`src/rtl/dptr_pkg.sv`:
```
package dptr_pkg;
  parameter int BYTE_W  = 8;
  parameter int NUM_PTR = 2;
  localparam int PTR_W  = 2 * BYTE_W;
  localparam int SEL_W  = $clog2(NUM_PTR);

  typedef struct packed {
    logic [SEL_W-1:0]   effSel;
    logic               addIdx;
    logic               useB;
    logic [NUM_PTR-1:0] incHit;
    logic [NUM_PTR-1:0] hiWe;
    logic [NUM_PTR-1:0] loWe;
  } dpStrobe_t;
endpackage

```
`src/rtl/dptr_ctrl.sv`:
```
module dptr_ctrl
  import dptr_pkg::*;
(
  input  logic             clk,
  input  logic             rstN,
  input  logic             ptrSelect,
  input  logic             altPtr,
  input  logic             opExtRead,
  input  logic             opExtWrite,
  input  logic             opCodeRead,
  input  logic             modeWe,
  input  logic [1:0]       modeWrData,
  input  logic             ptrWe,
  input  logic [SEL_W-1:0] ptrWrIdx,
  input  logic             ptrWrHigh,
  input  logic             incEn,
  output dpStrobe_t        strb
);
  localparam int REDIR_BIT = 0;
  localparam int NOIDX_BIT = 1;

  logic [1:0]       modeReg;
  logic [SEL_W-1:0] effSel;
  logic             anyClass;

  always_ff @(posedge clk) begin
    if (!rstN)       modeReg <= '0;
    else if (modeWe) modeReg <= modeWrData;
  end

  assign effSel   = SEL_W'(ptrSelect ^ altPtr);
  assign anyClass = opExtRead | opExtWrite | opCodeRead;

  always_comb begin
    strb.effSel = effSel;
    strb.addIdx = opCodeRead & ~modeReg[NOIDX_BIT];
    strb.useB   = anyClass & modeReg[REDIR_BIT] & (effSel == SEL_W'(1));
  end

  for (genvar i = 0; i < NUM_PTR; i++) begin : g_ptrStrb
    logic wrHit;
    assign wrHit         = ptrWe & (ptrWrIdx == SEL_W'(i));
    assign strb.hiWe[i]  = wrHit & ptrWrHigh;
    assign strb.loWe[i]  = wrHit & ~ptrWrHigh;
    assign strb.incHit[i] = incEn & (effSel == SEL_W'(i));
  end

  AST_CLASS_ONEHOT: assert property (@(posedge clk) disable iff (!rstN)
    $onehot0({opExtRead, opExtWrite, opCodeRead}));
  AST_B_NEEDS_PTR1: assert property (@(posedge clk) disable iff (!rstN)
    strb.useB |-> (ptrSelect ^ altPtr));
  AST_B_NEEDS_CLASS: assert property (@(posedge clk) disable iff (!rstN)
    strb.useB |-> (opExtRead | opExtWrite | opCodeRead));
  AST_MODE_LOAD: assert property (@(posedge clk) disable iff (!rstN)
    modeWe |=> modeReg == $past(modeWrData));
  AST_INC_ONE_PTR: assert property (@(posedge clk) disable iff (!rstN)
    $countones(strb.incHit) == (incEn ? 1 : 0));
endmodule

```
`src/rtl/dptr_datapath.sv`:
```
module dptr_datapath
  import dptr_pkg::*;
(
  input  logic                          clk,
  input  logic                          rstN,
  input  dpStrobe_t                     strb,
  input  logic [BYTE_W-1:0]             wrData,
  input  logic [BYTE_W-1:0]             accVal,
  output logic [PTR_W-1:0]              memAddr,
  output logic [NUM_PTR-1:0][PTR_W-1:0] ptrVal
);
  logic [PTR_W-1:0] selVal;
  logic [PTR_W-1:0] idxExt;

  for (genvar i = 0; i < NUM_PTR; i++) begin : g_ptr
    logic [BYTE_W-1:0] hiByte, loByte;
    logic [PTR_W-1:0]  incVal;

    assign incVal = {hiByte, loByte} + PTR_W'(1);

    always_ff @(posedge clk) begin
      if (!rstN) begin
        hiByte <= '0;
        loByte <= '0;
      end else if (strb.hiWe[i] || strb.loWe[i]) begin
        if (strb.hiWe[i]) hiByte <= wrData;
        if (strb.loWe[i]) loByte <= wrData;
      end else if (strb.incHit[i]) begin
        {hiByte, loByte} <= incVal;
      end
    end

    assign ptrVal[i] = {hiByte, loByte};

    AST_INC_STEP: assert property (@(posedge clk) disable iff (!rstN)
      (strb.incHit[i] && !strb.hiWe[i] && !strb.loWe[i])
      |=> ptrVal[i] == $past(ptrVal[i]) + PTR_W'(1));
    AST_IDLE_HOLD: assert property (@(posedge clk) disable iff (!rstN)
      (!strb.incHit[i] && !strb.hiWe[i] && !strb.loWe[i]) |=> $stable(ptrVal[i]));
    AST_LO_KEEPS_HI: assert property (@(posedge clk) disable iff (!rstN)
      strb.loWe[i] |=> (ptrVal[i][PTR_W-1:BYTE_W] == $past(ptrVal[i][PTR_W-1:BYTE_W])
                        && ptrVal[i][BYTE_W-1:0] == $past(wrData)));
    AST_HI_KEEPS_LO: assert property (@(posedge clk) disable iff (!rstN)
      strb.hiWe[i] |=> (ptrVal[i][BYTE_W-1:0] == $past(ptrVal[i][BYTE_W-1:0])
                        && ptrVal[i][PTR_W-1:BYTE_W] == $past(wrData)));
  end

  assign selVal  = ptrVal[strb.effSel];
  assign idxExt  = strb.addIdx ? PTR_W'(accVal) : '0;
  assign memAddr = selVal + idxExt;
endmodule

```
`src/rtl/dptr_addr_unit.sv`:
```
module dptr_addr_unit
  import dptr_pkg::*;
(
  input  logic              clk,
  input  logic              rstN,
  input  logic              ptrSelect,
  input  logic              altPtr,
  input  logic              opExtRead,
  input  logic              opExtWrite,
  input  logic              opCodeRead,
  input  logic [BYTE_W-1:0] accVal,
  input  logic              modeWe,
  input  logic [1:0]        modeWrData,
  input  logic              ptrWe,
  input  logic              ptrWrIdx,
  input  logic              ptrWrHigh,
  input  logic [BYTE_W-1:0] ptrWrData,
  input  logic              incEn,
  output logic [PTR_W-1:0]  memAddr,
  output logic              dataIsB,
  output logic [PTR_W-1:0]  ptr0Val,
  output logic [PTR_W-1:0]  ptr1Val
);
  dpStrobe_t                     strb;
  logic [NUM_PTR-1:0][PTR_W-1:0] ptrVal;

  dptr_ctrl u_ctrl (
    .clk(clk), .rstN(rstN),
    .ptrSelect(ptrSelect), .altPtr(altPtr),
    .opExtRead(opExtRead), .opExtWrite(opExtWrite), .opCodeRead(opCodeRead),
    .modeWe(modeWe), .modeWrData(modeWrData),
    .ptrWe(ptrWe), .ptrWrIdx(SEL_W'(ptrWrIdx)), .ptrWrHigh(ptrWrHigh),
    .incEn(incEn), .strb(strb)
  );

  dptr_datapath u_dp (
    .clk(clk), .rstN(rstN), .strb(strb),
    .wrData(ptrWrData), .accVal(accVal),
    .memAddr(memAddr), .ptrVal(ptrVal)
  );

  assign dataIsB = strb.useB;
  assign ptr0Val = ptrVal[0];
  assign ptr1Val = ptrVal[1];

  AST_EXT_NO_INDEX: assert property (@(posedge clk) disable iff (!rstN)
    (opExtRead || opExtWrite) |-> memAddr == ((ptrSelect ^ altPtr) ? ptr1Val : ptr0Val));
  AST_IDLE_ADDR: assert property (@(posedge clk) disable iff (!rstN)
    !(opExtRead || opExtWrite || opCodeRead)
    |-> (memAddr == ((ptrSelect ^ altPtr) ? ptr1Val : ptr0Val) && !dataIsB));
  AST_PTR0_USES_ACC: assert property (@(posedge clk) disable iff (!rstN)
    !(ptrSelect ^ altPtr) |-> !dataIsB);
endmodule

```
`config.mk`:
```
export PLATFORM = sky130hd
export DESIGN_NAME = dptr_addr_unit
export DESIGN_NICKNAME = d
export VERILOG_FILES = /design/src/rtl/dptr_pkg.sv /design/src/rtl/dptr_ctrl.sv /design/src/rtl/dptr_datapath.sv /design/src/rtl/dptr_addr_unit.sv
export SDC_FILE = /design/constraint.sdc
export NUM_CORES = 1
export LEC_CHECK = 0
export ABC_AREA = 0
export BUFFER_PORTS_ARGS = -buffer_cell sky130_fd_sc_hd__buf_4
export CORE_ASPECT_RATIO = 1.2
export CORE_MARGIN = 2
export CORE_UTILIZATION = 54
export DETAILED_ROUTE_END_ITERATION = 16
export GPL_ROUTABILITY_DRIVEN = 0
export GPL_TIMING_DRIVEN = 1
export HOLD_SLACK_MARGIN = 0.1
export PLACE_DENSITY = 0.91
export SETUP_SLACK_MARGIN = 0.15
export SYNTH_ARGS = -nofsm -noshare
export SYNTH_HDL_FRONTEND = slang
export SYNTH_SLANG_ARGS = --single-unit
export TNS_END_PERCENT = 30
```
`constraint.sdc`:
```
create_clock -name clk -period 3.95 [get_ports clk]
set_input_delay 0.395 -clock clk [delete_from_list [all_inputs] [get_ports clk]]
set_output_delay 0.395 -clock clk [all_outputs]
set_load 0.005 [all_outputs]
```
======== Yosys cells after proc, flatten, opt, wreduce, memory -nomap -nowiden ========
Cells that the tools add are included.
cells by class
  add/subtract/negate cells ............... 3
  magnitude comparators ................... 1
  equal/unequal tests ..................... 4
  multiplexer cells ....................... 15
  bitwise gates (word level) .............. 18
  reduce and logical (&&, ||, !) cells .... 8
operators by type and width
  kind                   number
  $mux 8                 13
  $add 16x1->16 const B  2
  $mux 16                2
  $add 16x16->16         1
  $and 1x1->1            11
  $ne 2x1->1 const B     4
  $reduce_and 2->1       4
  $not 1->1              4
  $reduce_bool 2->1      2
  $logic_or 1x1->1       2
  $lt 1x2->1 const B     1
  $or 1x1->1             2
  $xor 1x1->1            1
word-level totals
  flip-flop bits (word level) ............. 34
  input bits .............................. 30
  output and inout port bits .............. 49
  logic and storage cells ................. 54

======== Longest topological paths before layout ========
  depth after elaboration ................. 6
  depth in mapped cells ................... 11
  mapped depth without buffers ............ 10

======== By module ========
From an unflattened synthesis, not the netlist that was laid out.
second synthesis, totals
  cell total of the unflattened synthesis .. 370
  area, all modules ....................... 2812.7 µm²
modules (own cells, without submodules)
  module         times used  cells an instance  area an instance (µm²)  sequential area each (µm²)
  dptr_datapath  1           352                2655.0                  640.6
  dptr_ctrl      1           18                 157.7                   40.0

======== Worst setup path after synthesis ========
Ideal clock, no wire load.
  kind .................................... input -> output
  from .................................... in altPtr
  to ...................................... out memAddr[10]
  arrival ................................. 2804 ps
  data required time ...................... 3555 ps
  slack ................................... 751 ps
  stages on the path ...................... 10
  path buffers ............................ 1
  path through ............................ xnor2_4 -> clkbuf_1 -> o21ai_0 -> ha_1 -> fa_1 -> a211oi_1 -> nor3_1 -> o31a_1 -> o21ai_0 -> xor2_1
on the way
  word-level cells in the longest chain between the ends .. 4
RTL lines
  element                                      line                  source
  start, declared                              dptr_addr_unit.sv:7   input logic altPtr,
  $xor 1x1->1                                  dptr_ctrl.sv:31       assign effSel = SEL_W'(ptrSelect ^ altPtr);
  $mux 16 (implied by the code) (2 in series)  dptr_datapath.sv:48   assign selVal = ptrVal[strb.effSel];
  $add 16x16->16                               dptr_datapath.sv:50   assign memAddr = selVal + idxExt;
  end, declared                                dptr_addr_unit.sv:19  output logic [PTR_W-1:0] memAddr,
No other way between the ends. The select of a mux whose other input is x is not followed.

======== Worst setup path in the final report ========
  from .................................... in altPtr
  to ...................................... out memAddr[15]
Same word-level chain as after synthesis.

==> results.json <==
{
  "required_ps": 3560,
  "setup_ws_ps": 480,
  "crit_family": "compound AO/OA/AOI/OAI gates",
  "drive_above_1_share": 0.205,
  "crit_fanout": 9,
  "cp.depth": 10,
  "critPathLaunchType": "primary input",
  "start_util": 0.560,
  "max-cap-violations": 0,
  "cts_made_buffers": 5,
  "finalHoldViolCount": 0,
  "cts.path.max_buffers": 2,
  "antenna_found_initial": 0,
  "crit_path_max_incr_delay_ps": 550,
  "ys_seq_area_frac": 0.229,
  "ctsHoldBuffers": 0,
  "final_cell_mix": "buf_4, nand2_1, o21ai_0, dfxtp_1, nor2_1",
  "report.final.slew_viol_count": 0,
  "hpwl_mm": 6.95,
  "routedWlPerCell_um": 17.1,
  "route.final.wire_length_mm": 9.24,
  "num_vias": 3515,
  "grt_remaining_overflow": 0,
  "async_reset_ff_frac": 0,
  "port_buffers": 78,
  "place_inst": 533,
  "ys.flop_type": "dfxtp_1",
  "ys_seq_elements": 34,
  "vias_per_cell": 6.51,
  "rsz0062_at_grt": "false",
  "antennaDiodeCount": 0,
  "cts_tree": "done",
  "p_leak_nw": 1.56,
  "grt_max_degree": 38,
  "setup_viol": 0,
  "ir_drop_mv": 0.249,
  "synth_top_area_frac": 0.229,
  "synth_cell_type_count": 58,
  "rows": 29,
  "synthCells": 408,
  "finClkSkew_ps": 2.55,
  "clock_latency_ps": 290,
  "die_area_um2": 6110,
  "crit_buf_inv": 2,
  "cts_root_buf": "clkbuf_8",
  "grt_pass1_wl_mm": 14.5,
  "finalCritPeriodShare": 0.878,
  "instances_no_fill": 540,
  "slowest_stage": "o21ai_1",
  "dr.pass1.iters": 5,
  "critPathArrivalTime_ps": 3080,
  "path_class": "primary input to output port",
  "relSlewSlack": 0.381,
  "final_common_cell": "buf_4",
  "drt-initial-drc-count": 295,
  "fmax_mhz": 288,
  "fin_crit_ps": 3470,
  "p_total_mw": 0.890,
  "area_growth_pct": 23.4,
  "die_w_um": 71.7,
  "fin_tns_setup_ps": 0,
  "core_area_um2": 5300,
  "ant_nets": 0,
  "grt_use_total": 0.294,
  "worst_pin_slew_ps": 924,
  "path_clk_slew_ps": 70,
  "n_fill_cell": 425,
  "synth_area_leaders": "dfxtp_1, o21ai_0, nand2_1, a21oi_1, and2_1",
  "ios": 79,
  "die_h_um": 85.2,
  "grt_pass1_vias": 3192,
  "ctsResizeCount": 0,
  "cp-end-kind": "output port",
  "ys_warn_count": 0,
  "avgSynthCellArea_um2": 7.27,
  "whs_path_depth": 3,
  "outcome": "completed",
  "critical_path.cell_chain": "buf_4, xor2_2, o21ai_0, ha_1, o211ai_1, o21ai_1, o21ai_0, nor3_2, xnor2_1, buf_4",
  "postCtsSetupBuffers": 0,
  "r2r_cells": 5,
  "syn_area_um2": 2970,
  "hold_class": "primary input to flop",
  "power_density_nw_per_um2": 243,
  "htree_levels": 2,
  "clock-sinks": 34,
  "synth_edf_count": 0,
  "final_nets": 519,
  "syn-num-nets": 449,
  "pre_cts_ws_ps": 570,
  "drc_errors": 0,
  "synth_top_area_cell": "dfxtp_1"
}
[synth_stat cells (4+ instances only)]
cell type / instances
a21boi_0: 5
inv_1: 5
a32o_1: 4
o211ai_1: 5
o21ai_0: 42
ha_1: 10
a21oi_1: 30
xor2_1: 9
nand3_1: 18
a31oi_1: 5
xnor2_1: 5
nand2_1: 54
and3_1: 9
clkbuf_1: 15
and2_1: 20
dfxtp_1: 34
o22ai_1: 4
nor2b_1: 7
o21bai_1: 4
nor3_1: 9
mux2i_1: 10
o21a_1: 4
a211oi_1: 4
nor2_1: 31
nand4_1: 5
a21o_1: 6
[power by group]
part / leakage, nW / switching [mW] / internal (mW)
Clock: 0.0383 / 0.125 / 0.121
Combinational: 1.25 / 0.135 / 0.122
Sequential: 0.277 / 0.0287 / 0.359
Total: 1.56 / 0.288 / 0.602
[metal layers]
metal | wire, um | track usage | vias up
met2 | 4530 | 0.497 | 210
met5 | 0 | 0 | -
met4 | 332 | 0.141 | 0
met3 | 955 | 0.0487 | 29
li1 | - | - | 1647
met1 | 3420 | 0.359 | 1629
[kinds of logic after synthesis]
logic type | after synthesis | share of synthesized area
buffers and inverters | 24 | 0.0316
AOI/OAI and AO/OA | 143 | 0.317
and+or+nand+nor | 170 | 0.283
DFF | 34 | 0.229
xor gates and xnor gates | 16 | 0.0561
muxes | 10 | 0.0337
adders and majority gates | 11 | 0.0489
[tightest hold or removal path: cells and delay by family]
family / cells / cell delay [ps]
AND/OR/NAND/NOR: 1 / 90
multiplexers: 1 / 60
buffers and inverters: 1 / 80
[sequential cells by signal (all words and copies together) (netlist names)]
signal / cells
u_ctrl.modeReg: 2
u_dp.g_ptr.hiByte: 16
u_dp.g_ptr.loByte: 16
[stage by stage]
stage	utilization	hold WS, ps	instance area, um^2
after floorplan	-	483	2970
after global placement	0.677	503	3580
after detailed placement	0.677	515	3580
after CTS	0.691	375	3660
after global routing	0.691	408	3660
final	0.691	372	3660
[final cells by class]
type                    count  area, um^2  share of cell area
clock buffers               7        76.3              0.0208
inverters                   5        18.8             0.00513
multi-input cells         350        2190               0.599
flip-flops and latches     34         681               0.186
well taps                  62        77.6              0.0212
repair buffers             82         616               0.168
[final timing paths]
path                             end  slack [ps]                     from
min reg2reg        u_ctrl.modeReg[1]         530        u_ctrl.modeReg[1]
max reg2reg  u_dp.g_ptr[0].hiByte[5]        1940  u_dp.g_ptr[0].loByte[2]
max                      memAddr[15]         480                   altPtr
min                u_ctrl.modeReg[1]         370            modeWrData[1]
Note: power is estimated with default switching activity, not from simulation.
